**src/rtl/pgw_pkg.sv**
```systemverilog
package pgw_pkg;
  typedef enum logic [1:0] {
    ST_IDLE    = 2'd0,
    ST_COLLECT = 2'd1,
    ST_COMMIT  = 2'd2,
    ST_WAIT    = 2'd3
  } pgw_state_e;
endpackage

```
**src/rtl/pgw_page_buf.sv**
```systemverilog
// Page buffer: one data register and one valid flag per offset.
module pgw_page_buf #(
  parameter int PAGE_BYTES = 16,
  parameter int DATA_W     = 8,
  localparam int OFS_W     = $clog2(PAGE_BYTES)
) (
  input  logic              clk,
  input  logic              rst_n,
  input  logic              clr,
  input  logic              we,
  input  logic [OFS_W-1:0]  wr_idx,
  input  logic [DATA_W-1:0] wr_data,
  input  logic [OFS_W-1:0]  rd_idx,
  output logic [DATA_W-1:0] rd_data,
  output logic              rd_vld
);
  logic [DATA_W-1:0] data_q [PAGE_BYTES];
  logic [PAGE_BYTES-1:0] vld_q;

  for (genvar i = 0; i < PAGE_BYTES; i++) begin : g_ent
    logic hit;
    assign hit = we && (wr_idx == OFS_W'(i));

    always_ff @(posedge clk) begin
      if (hit) data_q[i] <= wr_data;
    end

    always_ff @(posedge clk or negedge rst_n) begin
      if (!rst_n)     vld_q[i] <= 1'b0;
      else if (clr)   vld_q[i] <= 1'b0;
      else if (hit)   vld_q[i] <= 1'b1;
    end
  end

  assign rd_data = data_q[rd_idx];
  assign rd_vld  = vld_q[rd_idx];
endmodule

```
**src/rtl/pgw_wr_timer.sv**
```systemverilog
// Write-cycle timer: busy for exactly WR_CYCLES cycles after a load.
module pgw_wr_timer #(
  parameter int WR_CYCLES = 1000000,
  localparam int CNT_W    = $clog2(WR_CYCLES + 1)
) (
  input  logic clk,
  input  logic rst_n,
  input  logic load,
  output logic busy,
  output logic last
);
  logic [CNT_W-1:0] cnt_q, cnt_d;

  always_comb begin
    cnt_d = cnt_q;
    if (load)               cnt_d = CNT_W'(WR_CYCLES);
    else if (cnt_q != '0)   cnt_d = cnt_q - 1'b1;
  end

  always_ff @(posedge clk or negedge rst_n) begin
    if (!rst_n) cnt_q <= '0;
    else        cnt_q <= cnt_d;
  end

  assign busy = (cnt_q != '0);
  assign last = (cnt_q == CNT_W'(1));
endmodule

```
**src/rtl/pgw_ctrl.sv**
```systemverilog
// Command sequencer: collect, commit scan, wait for the timer.
module pgw_ctrl
  import pgw_pkg::*;
#(
  parameter int ADDR_W     = 11,
  parameter int PAGE_BYTES = 16,
  localparam int OFS_W     = $clog2(PAGE_BYTES),
  localparam int HI_W      = ADDR_W - OFS_W
) (
  input  logic              clk,
  input  logic              rst_n,
  input  logic              wr_start,
  input  logic [ADDR_W-1:0] wr_base,
  input  logic              byte_vld,
  input  logic              stop,
  input  logic              abort,
  input  logic              wp,
  input  logic              tmr_last,
  input  logic              rd_vld,
  output logic              buf_clr,
  output logic              buf_we,
  output logic [OFS_W-1:0]  buf_wr_idx,
  output logic [OFS_W-1:0]  buf_rd_idx,
  output logic              tmr_load,
  output logic              arr_we,
  output logic [ADDR_W-1:0] arr_addr,
  output logic              addr_load,
  output logic [ADDR_W-1:0] last_addr
);
  pgw_state_e        state_q, state_d;
  logic [HI_W-1:0]   page_q, page_d;
  logic [OFS_W-1:0]  ptr_q, ptr_d;
  logic [OFS_W-1:0]  lptr_q, lptr_d;
  logic [OFS_W-1:0]  idx_q, idx_d;
  logic              any_q, any_d;
  logic              load_q, load_d;
  logic [ADDR_W-1:0] laddr_q, laddr_d;

  always_comb begin
    state_d  = state_q;
    page_d   = page_q;
    ptr_d    = ptr_q;
    lptr_d   = lptr_q;
    idx_d    = idx_q;
    any_d    = any_q;
    load_d   = 1'b0;
    laddr_d  = laddr_q;
    buf_clr  = 1'b0;
    buf_we   = 1'b0;
    tmr_load = 1'b0;
    arr_we   = 1'b0;
    unique case (state_q)
      ST_IDLE, ST_COLLECT: begin
        if (wr_start) begin
          state_d = ST_COLLECT;
          page_d  = wr_base[ADDR_W-1:OFS_W];
          ptr_d   = wr_base[OFS_W-1:0];
          any_d   = 1'b0;
          buf_clr = 1'b1;
        end else if (state_q == ST_COLLECT) begin
          if (abort) begin
            state_d = ST_IDLE;
          end else if (stop) begin
            if (any_q && !wp) begin
              state_d  = ST_COMMIT;
              idx_d    = '0;
              tmr_load = 1'b1;
              load_d   = 1'b1;
              laddr_d  = {page_q, lptr_q};
            end else begin
              state_d = ST_IDLE;
            end
          end else if (byte_vld) begin
            buf_we = 1'b1;
            lptr_d = ptr_q;
            ptr_d  = ptr_q + 1'b1;
            any_d  = 1'b1;
          end
        end
      end
      ST_COMMIT: begin
        arr_we = rd_vld;
        idx_d  = idx_q + 1'b1;
        if (idx_q == OFS_W'(PAGE_BYTES - 1)) state_d = ST_WAIT;
      end
      ST_WAIT: begin
        if (tmr_last) state_d = ST_IDLE;
      end
      default: state_d = ST_IDLE;
    endcase
  end

  always_ff @(posedge clk or negedge rst_n) begin
    if (!rst_n) begin
      state_q <= ST_IDLE;
      page_q  <= '0;
      ptr_q   <= '0;
      lptr_q  <= '0;
      idx_q   <= '0;
      any_q   <= 1'b0;
      load_q  <= 1'b0;
      laddr_q <= '0;
    end else begin
      state_q <= state_d;
      page_q  <= page_d;
      ptr_q   <= ptr_d;
      lptr_q  <= lptr_d;
      idx_q   <= idx_d;
      any_q   <= any_d;
      load_q  <= load_d;
      laddr_q <= laddr_d;
    end
  end

  assign buf_wr_idx = ptr_q;
  assign buf_rd_idx = idx_q;
  assign arr_addr   = {page_q, idx_q};
  assign addr_load  = load_q;
  assign last_addr  = laddr_q;
endmodule

```
**src/rtl/page_write_seq.sv**
```systemverilog
// Top: reset release synchronizer, sequencer, page buffer, timer.
module page_write_seq #(
  parameter int ADDR_W     = 11,
  parameter int DATA_W     = 8,
  parameter int PAGE_BYTES = 16,
  parameter int WR_CYCLES  = 1000000,
  localparam int OFS_W     = $clog2(PAGE_BYTES)
) (
  input  logic              clk,
  input  logic              rst_n,
  input  logic              wr_start,
  input  logic [ADDR_W-1:0] wr_base,
  input  logic              byte_vld,
  input  logic [DATA_W-1:0] byte_data,
  input  logic              stop,
  input  logic              abort,
  input  logic              wp,
  output logic              arr_we,
  output logic [ADDR_W-1:0] arr_addr,
  output logic [DATA_W-1:0] arr_data,
  output logic              busy,
  output logic              addr_load,
  output logic [ADDR_W-1:0] last_addr
);
  logic [1:0]       rst_sync_q;
  logic             srst_n;
  logic             buf_clr, buf_we, rd_vld, tmr_load, tmr_last;
  logic [OFS_W-1:0] buf_wr_idx, buf_rd_idx;

  always_ff @(posedge clk or negedge rst_n) begin
    if (!rst_n) rst_sync_q <= 2'b00;
    else        rst_sync_q <= {rst_sync_q[0], 1'b1};
  end
  assign srst_n = rst_sync_q[1];

  pgw_ctrl #(.ADDR_W(ADDR_W), .PAGE_BYTES(PAGE_BYTES)) ctrl_i (
    .clk        (clk),
    .rst_n      (srst_n),
    .wr_start   (wr_start),
    .wr_base    (wr_base),
    .byte_vld   (byte_vld),
    .stop       (stop),
    .abort      (abort),
    .wp         (wp),
    .tmr_last   (tmr_last),
    .rd_vld     (rd_vld),
    .buf_clr    (buf_clr),
    .buf_we     (buf_we),
    .buf_wr_idx (buf_wr_idx),
    .buf_rd_idx (buf_rd_idx),
    .tmr_load   (tmr_load),
    .arr_we     (arr_we),
    .arr_addr   (arr_addr),
    .addr_load  (addr_load),
    .last_addr  (last_addr)
  );

  pgw_page_buf #(.PAGE_BYTES(PAGE_BYTES), .DATA_W(DATA_W)) buf_i (
    .clk     (clk),
    .rst_n   (srst_n),
    .clr     (buf_clr),
    .we      (buf_we),
    .wr_idx  (buf_wr_idx),
    .wr_data (byte_data),
    .rd_idx  (buf_rd_idx),
    .rd_data (arr_data),
    .rd_vld  (rd_vld)
  );

  pgw_wr_timer #(.WR_CYCLES(WR_CYCLES)) tmr_i (
    .clk   (clk),
    .rst_n (srst_n),
    .load  (tmr_load),
    .busy  (busy),
    .last  (tmr_last)
  );
endmodule

```
**config.mk**
```make
export PLATFORM = sky130hd
export DESIGN_NAME = page_write_seq
export DESIGN_NICKNAME = d
export VERILOG_FILES = /design/src/rtl/pgw_pkg.sv /design/src/rtl/pgw_page_buf.sv /design/src/rtl/pgw_wr_timer.sv /design/src/rtl/pgw_ctrl.sv /design/src/rtl/page_write_seq.sv
export SDC_FILE = /design/constraint.sdc
export NUM_CORES = 1
export LEC_CHECK = 0
export ABC_CLOCK_PERIOD_IN_PS = 3550
export BUFFER_PORTS_ARGS = -buffer_cell sky130_fd_sc_hd__buf_4
export CELL_PAD_IN_SITES_DETAIL_PLACEMENT = 0
export CELL_PAD_IN_SITES_GLOBAL_PLACEMENT = 1
export CORE_AREA = 2 2 126 128
export CTS_BUF_LIST = sky130_fd_sc_hd__clkbuf_4
export DETAILED_ROUTE_END_ITERATION = 12
export DIE_AREA = 0 0 128 130
export PLACE_DENSITY_LB_ADDON = 0.2
export SLEW_MARGIN = 20
export SYNTH_ARGS = -nofsm -noshare
export SYNTH_HDL_FRONTEND = slang
export SYNTH_HIERARCHICAL = 1
export SYNTH_SLANG_ARGS = --single-unit
```
**constraint.sdc**
```tcl
create_clock -name clk -period 3.55 [get_ports clk]
set_input_delay 0.355 -clock clk [delete_from_list [all_inputs] [get_ports clk]]
set_output_delay 0.355 -clock clk [all_outputs]
set_load 0.02 [all_outputs]
```
==> summary.md <==
| Metric | Value |
|---|---|
| Synth top area share | 44.9% |
| Worst Setup End Kind | primary output |
| Reg-to-reg critical path startpoint | ctrl_i/state_q[1] |
| Post-synth top area cell | edfxtp_1 |
| RSZ-0062 raised after global routing | false |
| Library cells used by synthesis | 63 |
| Finished layout cell area | 0.00954 mm2 |
| Core Box Area | 0.0154 mm2 |
| GRT overflow | 0 |
| CP Launch Type | flip-flop |
| # DRC | 0 |
| Max FO, Critical Path | 21 |
| Sequential element share of the synthesized area | 66.0% |
| Ports | 59 |
| Synthesized flop and latch total | 200 |
| Post-Synthesis Cells | 537 |
| Critical path class | flip-flop to primary output |
| Clk Latency, worst-skew pair | 0.57 ns |
| Most Frequent Cell on Critical Path | buf_4 |
| Fmax | 319 MHz |
| Clk_skew | 0.0185 ns |
| Root Driver | clkbuf_4 |
| Layout area overhead | 11.5% |
| Post-DP HPWL | 10700 um |
| Worst Max-Slew Pin Slew | 1.09 ns |
| Final Max Slew Viols | 0 |
| DRT iter0 DRCs | 390 |
| Drt first pass iters | 4 |
| Slowest CP cell | dfrtp_2 |
| Buf/Inv on CP | 2 |
| Max-Cap Viols | 0 |
| Post-route ant nets | 0 |
| Top-count cell post-synth | edfxtp_1 |
| Cells along the critical path | buf_4 -> mux4_1 -> a22oi_1 -> nand2_1 -> buf_4 |
| Delay-heaviest family, CP | flip-flops |
| Total CTS buffers | 17 |
| Ys Warns | 6 |
| Clk buf depth | 2 |
| Initial antenna violation count | 1 |
| Mapped Area | 0.00855 mm2 |
| Post-synth ARST share | 36.0% |
| Most area-consuming cells after synthesis | edfxtp_1, dfrtp_1, mux4_2 |
| Setup TNS | 0 ns |
| I/O Buffers | 58 |
| Final setup vio count | 0 |
| Via-per-instance ratio | 5.85 |
| P_leak | 3.59 nW |
| Wire length per cell | 20.2 um |
| Most instantiated cells after synthesis | edfxtp_1, dfrtp_1, nor2_1 |
| Slew headroom | 26.5% |
| CP peak stage delay | 0.81 ns |
| Number of cell rows | 46 |
| Clock sink count | 200 |
| Die X | 128 um |
| Final Hold Fails | 0 |
| CP arrival | 2.78 ns |
| Final critical-path share of the clock period | 88.4% |
| First-pass GRT wire length | 26200 um |
| Critical Path RT | 3.19 ns |
| Dpl cell area | 0.00914 mm2 |
| PwrDens | 603 mW/mm2 |
| Die height | 130 um |
| Outcome | finished, final reports clean |
| Worst Hold Class | primary input to async pin |
| # H-tree levels | 4 |
| CP startpoint | ctrl_i/buf_rd_idx[0] |
| GRT Util Overall | 21.3% |
| Total number of vias | 4788 |
| CTS tree | done |
| Die ar. | 0.0166 mm2 |
| Nets | 643 |
| Post-synth net total | 568 |
| Clock transition at the registers of the reported paths | 0.15 ns |
| Share of layout cells above drive strength 1 | 26.6% |
| Final GP Congestion | 0.754 |
| CTS resizes | 0 |
| Vias in the first global route | 4886 |
| Post-Route WL | 16500 um |
| Number of synthesized flops with an enable pin | 128 |
| Largest net degree at the start of global routing | 48 |
| Synth Area per Inst | 15.9 um2 |
| Ys flop type | edfxtp_1 |
| Final worst path period need | 3.14 ns |
| VDD IR max | 0.360 mV |
| Starting density of the core | 55.5% |
## metrics by stage
stage | hold slack (ns) | util (%) | power, W | worst slack (ns) | instances
2_1_floorplan | 0.0594 | - | 0.00413 | 0.968 | 537
3_3_place_gp | 0.138 | 59.3 | 0.00461 | 0.828 | 773
3_5_place_dp | 0.139 | 59.3 | 0.00465 | 0.712 | 773
6_report | 0.0676 | 61.9 | 0.00576 | 0.411 | 818
5_1_grt | 0.0199 | 61.9 | 0.00608 | 0.194 | 818
4_1_cts | 0.0174 | 61.8 | 0.00582 | 0.302 | 817
## worst reg2reg max path, stage by stage, from the launching register on
cell and delay [ns]:
dfrtp_1 0.54, nor4b_4 0.31, nand3b_1 0.25, inv_1 0.25, or3b_2 0.52, nor2_1 0.64
## metal layers
layer  GRT usage, %  part of all wire, %  wire (um)  vias to the layer above
met5              0                    0          0                        -
met1           28.0                   43       7020                     2413
met3           4.92                  5.5        909                       16
met4           6.66                  1.5        245                        0
met2           35.8                   50       8340                      121
li1               -                    -          -                     2238
## path summary, 6_finish.rpt
kind	end	slack [ns]	depth (start not counted)
setup / recovery	arr_data[5]	0.41	5
hold / removal	rst_sync_q[1]	0.07	2
setup reg to reg	buf_i/data_q[3][6]	0.68	5
hold reg to reg	ctrl_i/page_q[2]	0.25	0
max in group asynchronous	ctrl_i/buf_rd_idx[0]	2.25	1
min in group clk	buf_i/data_q[12][7]	0.08	1
## placed cells by master, fill, tap and decap left out, types with 4 or more instances in the layout
cell type and count:
a21oi_1 23, nor3_1 10, a22oi_1 20, nand3b_1 7, nand3_1 11, edfxtp_1 128
ha_1 5, dlygate4sd3_1 12, nor2b_1 9, o31ai_1 7, mux2_2 20, mux2_4 6
dfrtp_1 70, inv_1 9, clkbuf_4 20, mux4_1 15, buf_4 72, nor2_1 46
mux4_2 21, nand2b_1 5, a31oi_1 5, o21ai_0 8, mux2i_1 4, nand2_1 23
## logic make-up (layout without fill, tap and decap cells)
kind of cell    count (synthesis)  in the layout  share of synthesized area [%]
buf+inv                        39            127                           3.16
flops                         200            200                           66.0
other cells                     1              2                         0.0438
compound gates                 77             77                           5.87
mux                            66             66                           14.3
simple gates                  147            147                           9.70
fa+ha+maj                       5              5                          0.731
xor+xnor                        2              2                          0.205
## state kept, by name (all words and copies together), names as in the netlist, 2 cells and up
signal	count
ctrl_i/page_q	7
ctrl_i/state_q	2
buf_i/data_q	128
ctrl_i/buf_wr_idx	4
ctrl_i/lptr_q	4
rst_sync_q	2
buf_i/vld_q	16
tmr_i/cnt_q	20
ctrl_i/buf_rd_idx	4
ctrl_i/last_addr	11
## cell type report
type                            count  area [um2]
Antenna cell                        1        2.50
Clock buffer                       20         150
Clock inverter                     12         125
Fill cell                        1173        5880
Inverter                            9        33.8
Multi-Input combinational cell    298        2640
Sequential cell                   200        5650
Tap cell                          192         240
Timing Repair Buffer               86         701
## power breakdown
| part | internal [W] | switching [W] |
|---|---|---|
| clock network | 0.000440 | 0.000726 |
| registers | 0.00262 | 0.000238 |
| logic | 0.000835 | 0.000894 |
## repair_timing
item	4_1_cts	5_1_grt
buffers inserted	0	0
hold buffers	12	0
hold endpoints to repair	12	0
(Power assumes the default switching activity.)
